--- config.mk ---
export PLATFORM = sky130hd
export DESIGN_NAME = sync_conditioner
export DESIGN_NICKNAME = d
export VERILOG_FILES = /design/src/rtl/sync_pkg.sv /design/src/rtl/sync_input.sv /design/src/rtl/sync_monitor.sv /design/src/rtl/clamp_gen.sv /design/src/rtl/dummy_vgen.sv /design/src/rtl/sync_conditioner.sv
export SDC_FILE = /design/constraint.sdc
export NUM_CORES = 1
export LEC_CHECK = 0
export ABC_AREA = 1
export BUFFER_PORTS_ARGS = -buffer_cell sky130_fd_sc_hd__buf_2
export CORE_ASPECT_RATIO = 0.5
export CORE_MARGIN = 2
export CORE_UTILIZATION = 50
export DETAILED_ROUTE_END_ITERATION = 8
export PLACE_DENSITY = 0.65
export SLEW_MARGIN = 10
export SYNTH_ARGS = -nofsm -noshare
export SYNTH_HDL_FRONTEND = slang
export SYNTH_SLANG_ARGS = --single-unit
--- constraint.sdc ---
create_clock -name clk -period 4.86 [get_ports clk]
set_input_delay 1.458 -clock clk [delete_from_list [all_inputs] [get_ports clk]]
set_output_delay 1.458 -clock clk [all_outputs]
set_load 0.05 [all_outputs]
--- src/rtl/sync_pkg.sv ---
package sync_pkg;

    typedef enum logic {
        MON_SEEK,
        MON_MEASURE
    } mon_state_t;

    typedef enum logic {
        CLP_IDLE,
        CLP_PULSE
    } clp_state_t;

    // control register layout, bit 4 down to bit 0
    typedef struct packed {
        logic       dummy_mute;
        logic       dummy_en;
        logic [1:0] width_code;
        logic       trail_sel;
    } ctrl_t;

endpackage

--- src/rtl/sync_input.sv ---
module sync_input (
    input  logic clk,
    input  logic rst_n,
    input  logic raw,
    output logic s,
    output logic rise,
    output logic fall
);
    logic meta, s_q, prev;

    always_ff @(posedge clk or negedge rst_n) begin
        if (!rst_n) begin
            meta <= 1'b0;
            s_q  <= 1'b0;
            prev <= 1'b0;
        end else begin
            meta <= raw;
            s_q  <= meta;
            prev <= s_q;
        end
    end

    assign s    = s_q;
    assign rise = s_q & ~prev;
    assign fall = ~s_q & prev;
endmodule

--- src/rtl/sync_monitor.sv ---
module sync_monitor #(
    parameter int TIMEOUT = 65536
) (
    input  logic clk,
    input  logic rst_n,
    input  logic s,
    input  logic rise,
    input  logic fall,
    output logic pol,
    output logic missing
);
    import sync_pkg::*;

    localparam int CW = $clog2(TIMEOUT) + 1;
    localparam logic [CW-1:0] TO_LAST = CW'(TIMEOUT - 1);

    mon_state_t    state, state_nx;
    logic [CW-1:0] hi_cnt, lo_cnt, idle_cnt;
    logic          any_edge, quiet_hit;

    assign any_edge  = rise | fall;
    assign quiet_hit = !any_edge && (idle_cnt == TO_LAST);

    always_ff @(posedge clk or negedge rst_n) begin
        if (!rst_n) state <= MON_SEEK;
        else        state <= state_nx;
    end

    always_comb begin
        state_nx = state;
        unique case (state)
            MON_SEEK:    if (rise)      state_nx = MON_MEASURE;
            MON_MEASURE: if (quiet_hit) state_nx = MON_SEEK;
        endcase
    end

    always_ff @(posedge clk or negedge rst_n) begin
        if (!rst_n) begin
            hi_cnt   <= '0;
            lo_cnt   <= '0;
            idle_cnt <= '0;
            pol      <= 1'b0;
            missing  <= 1'b0;
        end else begin
            if (any_edge)                idle_cnt <= '0;
            else if (idle_cnt != TO_LAST) idle_cnt <= idle_cnt + 1'b1;

            if (any_edge)       missing <= 1'b0;
            else if (quiet_hit) missing <= 1'b1;

            if (rise) begin
                hi_cnt <= CW'(1);
                lo_cnt <= '0;
            end else if (state == MON_MEASURE) begin
                if (s && hi_cnt != '1)       hi_cnt <= hi_cnt + 1'b1;
                else if (!s && lo_cnt != '1) lo_cnt <= lo_cnt + 1'b1;
            end

            if (rise && state == MON_MEASURE) pol <= (hi_cnt > lo_cnt);
        end
    end

    // polarity moves only at a rising edge that closes a period
    assert_pol_hold_R2: assert property (@(posedge clk) disable iff (!rst_n)
        !(rise && state == MON_MEASURE) |=> $stable(pol));
    // an edge always clears the missing flag
    assert_clear_on_edge_R4: assert property (@(posedge clk) disable iff (!rst_n)
        any_edge |=> !missing);
    // the flag is raised only in a quiet cycle
    assert_set_quiet_R4: assert property (@(posedge clk) disable iff (!rst_n)
        $rose(missing) |-> $past(!any_edge));
endmodule

--- src/rtl/clamp_gen.sv ---
module clamp_gen #(
    parameter int BASE = 8
) (
    input  logic       clk,
    input  logic       rst_n,
    input  logic       lead,
    input  logic       trail,
    input  logic       trail_sel,
    input  logic [1:0] width_code,
    output logic       clamp
);
    import sync_pkg::*;

    localparam int CW = $clog2(BASE * 8);

    clp_state_t  state, state_nx;
    logic [CW-1:0] cnt;
    logic [CW:0]   span;
    logic          trig;

    assign trig = trail_sel ? trail : lead;
    assign span = (CW+1)'(BASE) << width_code;

    always_ff @(posedge clk or negedge rst_n) begin
        if (!rst_n) state <= CLP_IDLE;
        else        state <= state_nx;
    end

    always_comb begin
        state_nx = state;
        unique case (state)
            CLP_IDLE:  if (trig)      state_nx = CLP_PULSE;
            CLP_PULSE: if (cnt == '0) state_nx = CLP_IDLE;
        endcase
    end

    always_ff @(posedge clk or negedge rst_n) begin
        if (!rst_n)                      cnt <= '0;
        else if (state == CLP_IDLE && trig) cnt <= CW'(span - 1'b1);
        else if (state == CLP_PULSE)     cnt <= cnt - 1'b1;
    end

    always_comb clamp = (state == CLP_PULSE);

    // the pulse holds while the width count has cycles left
    assert_hold_width_R6: assert property (@(posedge clk) disable iff (!rst_n)
        (state == CLP_PULSE && cnt != '0) |=> state == CLP_PULSE);
    // a pulse starts only right after a sync edge
    assert_start_on_edge_R5: assert property (@(posedge clk) disable iff (!rst_n)
        $rose(clamp) |-> $past(lead | trail));
endmodule

--- src/rtl/dummy_vgen.sv ---
module dummy_vgen #(
    parameter int PERIOD = 333333
) (
    input  logic clk,
    input  logic rst_n,
    input  logic en,
    output logic tick
);
    localparam int DW = $clog2(PERIOD);
    localparam logic [DW-1:0] LAST = DW'(PERIOD - 1);

    logic [DW-1:0] cnt;

    always_ff @(posedge clk or negedge rst_n) begin
        if (!rst_n)           cnt <= '0;
        else if (!en)         cnt <= '0;
        else if (cnt == LAST) cnt <= '0;
        else                  cnt <= cnt + 1'b1;
    end

    assign tick = en && (cnt == LAST);

    // ticks are isolated single cycles
    assert_single_tick_R7: assert property (@(posedge clk) disable iff (!rst_n)
        tick |=> !tick);
endmodule

--- src/rtl/sync_conditioner.sv ---
module sync_conditioner #(
    parameter int CLK_HZ     = 20_000_000,
    parameter int FRAME_HZ   = 60,
    parameter int H_TIMEOUT  = 65536,
    parameter int V_TIMEOUT  = 4194304,
    parameter int CLAMP_BASE = 8
) (
    input  logic       clk,
    input  logic       rst_n,
    input  logic       h_in,
    input  logic       v_in,
    input  logic       reg_addr,
    input  logic       reg_we,
    input  logic [7:0] reg_wdata,
    output logic [7:0] reg_rdata,
    output logic       h_out,
    output logic       v_out,
    output logic       clamp_out,
    output logic       v_event
);
    import sync_pkg::*;

    localparam int DUMMY_PERIOD = CLK_HZ / FRAME_HZ;

    // channel 0 = horizontal, channel 1 = vertical
    logic [1:0] raw, s, rise, fall, pol, miss, lead, trail;
    ctrl_t      ctrl;
    logic       tick;

    assign raw = {v_in, h_in};

    for (genvar k = 0; k < 2; k++) begin : g_chan
        localparam int TO = (k == 0) ? H_TIMEOUT : V_TIMEOUT;

        sync_input u_in (
            .clk  (clk),
            .rst_n(rst_n),
            .raw  (raw[k]),
            .s    (s[k]),
            .rise (rise[k]),
            .fall (fall[k])
        );

        sync_monitor #(.TIMEOUT(TO)) u_mon (
            .clk    (clk),
            .rst_n  (rst_n),
            .s      (s[k]),
            .rise   (rise[k]),
            .fall   (fall[k]),
            .pol    (pol[k]),
            .missing(miss[k])
        );

        assign lead[k]  = pol[k] ? fall[k] : rise[k];
        assign trail[k] = pol[k] ? rise[k] : fall[k];
    end

    assign h_out = s[0];
    assign v_out = s[1];

    always_ff @(posedge clk or negedge rst_n) begin
        if (!rst_n)                   ctrl <= '0;
        else if (reg_we && reg_addr)  ctrl <= ctrl_t'(reg_wdata[4:0]);
    end

    assign reg_rdata = reg_addr ? {3'b000, ctrl} : {4'b0000, miss, pol};

    clamp_gen #(.BASE(CLAMP_BASE)) u_clamp (
        .clk       (clk),
        .rst_n     (rst_n),
        .lead      (lead[0]),
        .trail     (trail[0]),
        .trail_sel (ctrl.trail_sel),
        .width_code(ctrl.width_code),
        .clamp     (clamp_out)
    );

    dummy_vgen #(.PERIOD(DUMMY_PERIOD)) u_dummy (
        .clk  (clk),
        .rst_n(rst_n),
        .en   (ctrl.dummy_en),
        .tick (tick)
    );

    always_ff @(posedge clk or negedge rst_n) begin
        if (!rst_n) v_event <= 1'b0;
        else        v_event <= lead[1] | (tick & ~ctrl.dummy_mute);
    end

    // with the mute bit set, only a real leading edge may raise an event
    assert_mute_R8: assert property (@(posedge clk) disable iff (!rst_n)
        (ctrl.dummy_mute && !lead[1]) |=> !v_event);
    // every vertical leading edge yields an event
    assert_edge_event_R9: assert property (@(posedge clk) disable iff (!rst_n)
        lead[1] |=> v_event);
endmodule

; Word-level counts from Yosys, hierarchy flattened
; Index checks and enable logic that the tools add are counted.
[classes]
addsub = 9
order_cmp = 2
eq_ne = 11
shifts = 1
muxes = 40
bitwise = 16
n_reduce_logical = 31
[op_table]
columns = operator, count
row1 = 23-bit 2-to-1 mux, 9
row2 = 17-bit 2-to-1 mux, 9
row3 = "23-bit by 1-bit adder with 23-bit output, second input constant", 3
row4 = "17-bit by 1-bit adder with 17-bit output, second input constant", 3
row5 = "23-bit inequality test, second input constant", 2
row6 = 19-bit 2-to-1 mux, 2
row7 = "17-bit inequality test, second input constant", 2
row8 = "23-bit by 22-bit == test with 1-bit output, second input constant", 1
row9 = 23-bit > comparator, 1
row10 = "23-bit by 22-bit inequality test with 1-bit output, second input constant", 1
row11 = 2-bit nonzero test, 11
row12 = "19-bit by 1-bit adder with 19-bit output, second input constant", 1
row13 = "19-bit == test, second input constant", 1
row14 = "17-bit by 16-bit == test with 1-bit output, second input constant", 1
row15 = 17-bit > comparator, 1
row16 = "17-bit by 16-bit inequality test with 1-bit output, second input constant", 1
row17 = 1-bit 2-to-1 mux, 14
row18 = 6-bit 2-to-1 mux, 2
row19 = "6-bit by 1-bit subtractor with 6-bit output, second input constant", 2
row20 = 1-bit logical AND, 11
row21 = 1-bit inverter, 8
row22 = 6-bit logical NOT, 1
row23 = 1-bit one-hot mux with 2 select lines, 3
row24 = 3-bit AND reduction, 2
row25 = 7 further kinds, 18
[word_totals]
register_bits = 164
input_bits = 14
wordCells = 136

; Depth between registers and ports, before layout
; Gate-level depths: netlist (run 1).
[logic_depth]
word_depth = 7
ltp_mapped = 20

; Modules after synthesis
; From an unflattened synthesis (run 1), not the netlist that was laid out.
[hier_totals]
cells_unflattened = 1553
area_unflattened_um2 = 10894.2
[modules_own_cells]
columns = mod, n_inst, cells_per_inst, area_each_um2, seq_area_each_um2
row1 = sync_monitor at g_chan[1].u_mon, 1, 787, 5215.0, 1801.7
row2 = sync_monitor at g_chan[0].u_mon, 1, 485, 3508.4, 1351.3
row3 = dummy_vgen, 1, 149, 1133.6, 475.5
row4 = clamp_gen, 1, 67, 504.2, 175.2
row5 = sync_conditioner, 1, 51, 352.8, 150.1
row6 = sync_input, 2, 7, 90.1, 75.1

; Worst setup path after synthesis (run 1)
; Ideal clock, no wire load.
[synth_timing]
path_type = input-to-output
start = input reg_addr
end = output reg_rdata[0]
arrival_ns = 2.752
required_time_ns = 3.402
path_slack_ns = 0.650
path_stages = 2
n_path_buf = 1
path_cell_list = clkbuf_1 -> o21ai_0
[synth_between]
elab_chain_len = 1
[synth_rtl]
columns = item, line
row1 = "start, declared", sync_conditioner.sv:12  ; input logic reg_addr,
row2 = 5-bit 2-to-1 mux, sync_conditioner.sv:66  ; assign reg_rdata = reg_addr ? {3'b000, ctrl} : {4'b0000, miss, pol};
row3 = "end, declared", sync_conditioner.sv:15  ; output logic [7:0] reg_rdata,
; Every way passes these cells.

; Worst setup path in the final report (run 1)
[layout_timing]
start = input reg_addr
end = output reg_rdata[1]
; Same word-level chain as after synthesis.

==> flow_summary.yaml, run 1 <==
global_routing:
  first_global_vias: 8404
  grt_overflow: 0
  antenna_found_initial: 0
  grt_usage_pct: 23.0
  grt_max_degree: 111
  grt_pass1_wl_um: 39900
critical_path:
  worst_ep_arrival_time_ns: 2.06
  startpoint_type: "input pin"
  cp_max_fo: 10
  crit_required_ns: 3.40
  crit_start: "reg_addr"
  crit_type: "input pin to output port"
  reg2reg_from: "g_chan[0].u_mon.hi_cnt[3]$_DFFE_PN0P_"
  end_kind: "output port"
  reg2reg_slack_ns: 1.91
finish:
  nets: 1505
  final_util_pct: 56.7
  layout-drive-gt1-share_pct: 5.80
  area_growth_pct: 9.22
  n_antenna_cell: 0
power_and_ir_drop:
  irDropWorstVdd_v: 0.000221
  power_density_nw_per_um2: 329
  power_frac_clock_pct: 39.0
  seqPwrFrac_pct: 43.4
  sw_frac_of_total_pct: 31.5
  leakage_nw: 5.22
  p_int_mw: 2.52
  p_sw_mw: 1.16
  combPwrFrac_pct: 17.6
floorplanning:
  die_h_um: 105
  io_pins: 26
  rows: 36
  dieWidth_um: 207
  core_um2: 19800
  dieArea_um2: 21800
  start_util_pct: 51.9
synth:
  synth_common_cells: "nand2_1 (370), inv_1 (167), nor2_1 (166)"
  netlist_instances: 1416
  yosysMostFrequentCell: "nand2_1"
  synth.largest_area_cell: "dfrtp_1"
  synth_warnings: 0
  async_reset_ff_share_pct: 100
  yosys-top-cells-area: "dfrtp_1 (40%), nand2_1 (14%), ha_1 (6.7%)"
  synth_edf_count: 0
  synth.distinct_cells: 49
  synth_top_area_share_pct: 40.0
  synthFlopType: "dfrtp_1"
  avgSynthCellArea_um2: 7.25
  ys_seq_area_share_pct: 40.0
  synth_seq_cells: 164
  netlist_area_um2: 10300
clocking:
  cts_buffers: 17
  cts_tree: "done"
  clock_path_buffers: 2
  htree_levels: 4
  clock_latency_ns: 0.45
  post_cts_buffers: 0
  hold_buffers: 0
  root_buffer: "clkbuf_16"
  cts_resized: 0
  cts.sinks: 164
  clk_pin_slew_ns: 0.07
sta:
  fin_crit_ns: 3.52
  hold_viol_final: 0
  setup_viol: 0
  fin_setup_tns_ns: 0
  worstMarginPinSlew_ns: 1.04
  slew_headroom_pct: 30.6
  max_freq_ghz: 0.284
  rsz0062_at_grt: "false"
  finClkSkew_ns: 0.00740
  fin_crit_sh_pct: 72.5
  slew_viol_final: 0
min_path:
  hp-class: "register to register"
  hp-start: "g_chan[0].u_in.meta$_DFF_PN0_"
routing:
  dr.pass1.iters: 5
  drc: 0
  ant_nets: 0
  wl_per_cell_um: 13.6
  routed_wl_um: 23300
  vias: 9091
  via_per_inst: 5.30
  drt_iter0_markers: 563
placement:
  hpwlAfterDp_um: 17200
  gp_congestion: 0.921
  portBuffers: 19
outcome:
  outcome: "finished, final reports clean"
job:
  maxCapViolations: 0
-- metal layers --
layer / vias to the layer above / wire [um] / global-route usage, %
met5: - / 0 / 0
met4: 0 / 467 / 7.86
met3: 36 / 878 / 5.04
met2: 172 / 10400 / 35.5
met1: 4207 / 11600 / 31.8
li1: 4676 / - / -
-- registers in the layout, summed over array words and instances (netlist names) --
| name | cells |
|---|---|
| u_clamp.cnt | 6 |
| u_dummy.cnt | 19 |
| g_chan.u_in.meta | 2 |
| g_chan.u_mon.idle_cnt | 40 |
| g_chan.u_in.prev | 2 |
| v_event | 1 |
| g_chan.u_in.s | 2 |
| g_chan.u_mon.pol | 2 |
| g_chan.u_mon.missing | 2 |
| ctrl | 5 |
| g_chan.u_mon.lo_cnt | 40 |
| g_chan.u_mon.hi_cnt | 40 |
| g_chan.u_mon.state | 2 |
| u_clamp.clamp | 1 |
-- critical path, cell delays in order --
cell,delay (ns)
buf_2,0.17
nor2_1,0.07
a21oi_1,0.10
buf_2,0.27
-- worst paths after layout --
check | to | cells after the start
worst min-delay path | g_chan[0].u_in.s$_DFF_PN0_ | 0
worst max-delay path | reg_rdata[1] | 4
worst max register to register | g_chan[0].u_mon.lo_cnt[9]$_DFFE_PN0P_ | 20
max in group asynchronous | g_chan[1].u_mon.idle_cnt[20]$_DFFE_PN0P_ | 2
worst min register to register | g_chan[0].u_in.s$_DFF_PN0_ | 0
min in group asynchronous | g_chan[1].u_mon.lo_cnt[19]$_DFFE_PN0P_ | 1
-- logic make-up (layout without fill, tap and decap cells) --
logic type                 after synthesis  count (layout)  share of synthesized area [%]
AOI/OAI and AO/OA                      179             179                           9.47
xor gates and xnor gates                36              36                           3.07
adders and majority gates               55              55                           6.70
buffers and inverters                  203             234                           7.93
DFF                                    164             164                           40.0
muxes                                    2               2                          0.219
other                                    1               3                         0.0365
and+or+nand+nor                        776             776                           32.6
-- cell usage in the layout (no fill, tap or decap), types with 3 or more instances in the layout --
cell type  Yosys  final
nor3_1        70     70
inv_1        167    167
xor2_1        31     31
nand3_1      107    107
inv_6          0      5
nand4_1       30     30
o21ai_0       61     61
a21oi_1       65     65
clkinv_2       1      3
nor2_4         3      3
nand3b_1       4      4
buf_4          7      5
conb_1         1      3
a31oi_1        9      9
o21ai_1       21     21
nand2_1      370    370
buf_2          1     18
nand2_2        3      3
xnor2_1        5      5
o21a_1         4      4
inv_2          9      9
bufinv_16      0      3
clkbuf_16      0     17
o31ai_1        6      6
nor4_1         6      6
ha_1          55     55
dfrtp_1      164    164
nor2_1       166    166
nor3b_1        5      5
-- per-stage QoR --
step	hold WS (ns)	setup slack [ns]	total power, mW	cell area (um^2)	instances
floorplan	0.331	0.650	2.10	10300	1418
global placement	0.333	1.33	2.25	10600	1683
detailed placement	0.336	1.33	2.28	10600	1683
CTS	0.353	1.33	3.72	11200	1715
global route	0.357	1.26	3.90	11200	1715
finish	0.351	1.34	3.68	11200	1715
-- power groups by stage --
stage	sequential [mW]	combinational, mW	clock, mW
global placement	1.62	0.635	0
finish	1.60	0.650	1.44
floorplan	1.61	0.490	0
global route	1.61	0.759	1.52
detailed placement	1.62	0.657	0
CTS	1.60	0.657	1.47
-- final cells by class --
type,count,area [um^2]
timing repair buffer,24,139
clock buffer,19,443
clock inverter,13,170
sequential,164,4100
tap,266,333
inverter,178,669
fill,1846,8560
multi-input combinational,1051,5360
Power figures use the tool's default switching activity.
==> run 2, diff against run 1 <==
- ABC_AREA: 1 -> 0
- PLACE_DENSITY: 0.65 -> 0.68
- clock period: 4.86 -> 2.9 ns (I/O delays scaled with it)
==> run 2 against run 1 <==
  * Wire length is 16% lower
  * Synthesized cell count is 29% lower
  * Cell area is 6.8% lower
  * Clock power is 56% higher
  * Non-clock buffer count is 22 higher
  * Count of clock-buffer cells in the layout is 2 lower
  * Largest cell class unchanged
==> flow_summary.yaml, run 2 <==
synth:
  synth_top_area_share_pct: 44.1
  synth_seq_cells: 164
  synthMuxAreaShare_pct: 2.28
  synth_warnings: 0
  synth-xor-area-share_pct: 8.09
  ys_seq_area_share_pct: 44.1
  synth_simple_gate_area_share_pct: 25.2
  synth_edf_count: 0
  synth_common_cells: "dfrtp_1 (164), nor2_1 (114), nand2_1 (85)"
  synth.distinct_cells: 58
  synth.largest_area_cell: "dfrtp_1"
  avgSynthCellArea_um2: 9.25
  netlist_area_um2: 9310
  yosys-top-cells-area: "dfrtp_1 (44%), ha_1 (7.4%), xnor2_1 (4.6%)"
  async_reset_ff_share_pct: 100
  netlist_instances: 1007
  synth_compound_area_share_pct: 9.21
  synth_fa_ha_area_share_pct: 7.39
  synthFlopType: "dfrtp_1"
  yosysMostFrequentCell: "dfrtp_1"
  synth_top_family_by_area: "simple AND/OR/NAND/NOR gates"
critical_path:
  r2r-end: "g_chan[0].u_mon.lo_cnt[15]$_DFFE_PN0P_"
  crit_end: "g_chan[0].u_mon.lo_cnt[15]$_DFFE_PN0P_"
  reg2reg_slack_ns: 0.17
  r2r_cells: 12
  worst_ep_arrival_time_ns: 3.09
  end_kind: "register"
  crit_type: "register to register"
  cp_max_fo: 5
  crit_start: "g_chan[0].u_mon.hi_cnt[6]$_DFFE_PN0P_"
  crit_required_ns: 3.26
  reg2reg_from: "g_chan[0].u_mon.hi_cnt[6]$_DFFE_PN0P_"
  startpoint_type: "register"
floorplanning:
  rows: 35
  dieArea_um2: 19800
  die_h_um: 100
  core_um2: 18300
  io_pins: 26
  start_util_pct: 50.9
  dieWidth_um: 197
sta:
  slew_headroom_pct: 43.0
  fin_crit_sh_pct: 94.0
  fin_crit_ns: 2.73
  worstMarginPinSlew_ns: 0.844
  max_freq_ghz: 0.367
  finClkSkew_ns: 0.0124
  hold_viol_final: 0
  slew_viol_final: 0
  setup_viol: 0
  fin_setup_tns_ns: 0
  postLayoutSetupSlackWorst_ns: 0.173
finish:
  fillers: 1570
  layout-drive-gt1-share_pct: 9.80
  area_growth_pct: 12.3
  final_util_pct: 57.1
  nets: 1117
  instances_no_fill: 1301
  n_antenna_cell: 0
  final_common_cell: "dfrtp_1"
  reg_top3: "g_chan.u_mon.hi_cnt: 40 flops, g_chan.u_mon.idle_cnt: 40 flops, g_chan.u_mon.lo_cnt: 40 flops"
  mostFrequentLayoutCells: "dfrtp_1 (164), nor2_1 (114), nand2_1 (85), inv_1 (60), nand3_1 (59)"
  fin_area_um2: 10500
routing:
  via_per_inst: 5.63
  ant_nets: 0
  dr.pass1.iters: 5
  wl_per_cell_um: 15.0
  vias: 7323
  drc: 0
  routed_wl_um: 19600
  drt_iter0_markers: 433
placement:
  hpwlAfterDp_um: 13800
  place_area_um2: 9840
  dp_cells: 1266
  portBuffers: 19
  pre_cts_ws_ns: 0.0470
  gp_congestion: 0.864
clocking:
  clock_path_buffers: 2
  cts_buffers: 17
  cts_tree: "done"
  clock_latency_ns: 0.43
  clk_pin_slew_ns: 0.08
  root_buffer: "clkbuf_16"
  htree_levels: 4
  cts.sinks: 164
power_and_ir_drop:
  irDropWorstVdd_v: 0.000479
  power_density_nw_per_um2: 568
  leakage_nw: 4.64
global_routing:
  first_global_vias: 6977
  grt_max_degree: 66
  use_met3_pct: 3.95
  antenna_found_initial: 0
  grt.met2_usage_pct: 35.6
  grtUsageMet1_pct: 28.4
  grt_usage_pct: 21.1
  busiest_layer: "met2"
  grt_overflow: 0
  grt_pass1_wl_um: 33700
min_path:
  hp-class: "register to register"
outcome:
  outcome: "finished, final reports clean"
job:
  maxCapViolations: 0
-- run 2: through the flow --
step           power [mW]  hold slack [ns]
2_1_floorplan        3.42            0.331
3_3_place_gp         3.68            0.332
3_5_place_dp         3.75            0.342
4_1_cts              5.99            0.359
5_1_grt              6.29            0.371
6_report             5.94            0.357
-- run 2: layout make-up --
class,instances,area [um^2],area share (%)
multi-input cells,759,4900,46.8
repair buffers,46,342,3.27
well taps,240,300,2.87
clock inverters,15,161,1.54
inverters,60,225,2.15
flip-flops and latches,164,4100,39.3
clock buffers,17,425,4.07
-- run 2: report_power, final --
group          total, mW  internal (mW)  switching [mW]
clock               2.24           1.16            1.09
combinational      0.991          0.402           0.589
sequential          2.70           2.48           0.223
-- run 2: critical path, stage by stage (launching register included) --
cell and delay [ns]:
dfrtp_1 0.38, and4_4 0.25, and4_1 0.23, and4_4 0.24, nand2_1 0.07, nor3_2 0.12, ha_2 0.21, nand2b_1 0.12
a21oi_2 0.09, a211oi_4 0.18, nand4_1 0.22, or3_1 0.41, a21oi_1 0.14
-- run 2: how the worst min path moves through the flow --
stage / start / to / slack (ns) / cells past startpoint
4_1_cts: g_chan[0].u_in.meta$_DFF_PN0_ / g_chan[0].u_in.s$_DFF_PN0_ / 0.36 / 0
2_1_floorplan: g_chan[0].u_in.meta$_DFF_PN0_ / g_chan[0].u_in.s$_DFF_PN0_ / 0.33 / 0
3_3_place_gp: g_chan[0].u_in.meta$_DFF_PN0_ / g_chan[0].u_in.s$_DFF_PN0_ / 0.33 / 0
3_5_place_dp: g_chan[0].u_in.meta$_DFF_PN0_ / g_chan[0].u_in.s$_DFF_PN0_ / 0.34 / 0
6_report: g_chan[1].u_in.meta$_DFF_PN0_ / g_chan[1].u_in.s$_DFF_PN0_ / 0.36 / 0
5_1_grt: g_chan[0].u_in.meta$_DFF_PN0_ / g_chan[0].u_in.s$_DFF_PN0_ / 0.37 / 0
-- run 2: what timing repair did --
action | in CTS | in global routing
resized for setup | 0 | 2
setup buffers | 0 | 3
hold buffers | 0 | 0
setup endpoints to repair | 0 | 15
-- run 2: routing by layer --
metal	part of all wire (%)	vias up	wire [um]
met5	0	-	0
met4	1.1	0	208
met3	3.5	19	682
met2	48	137	9340
met1	48	3543	9330
li1	-	3624	-
-- run 2: logic make-up after synthesis --
kind of cell,Yosys count
and+or+nand+nor,460
AOI/OAI and AO/OA,135
other,1
muxes,20
adders and majority gates,55
xor gates and xnor gates,86
DFF,164
buffers and inverters,86
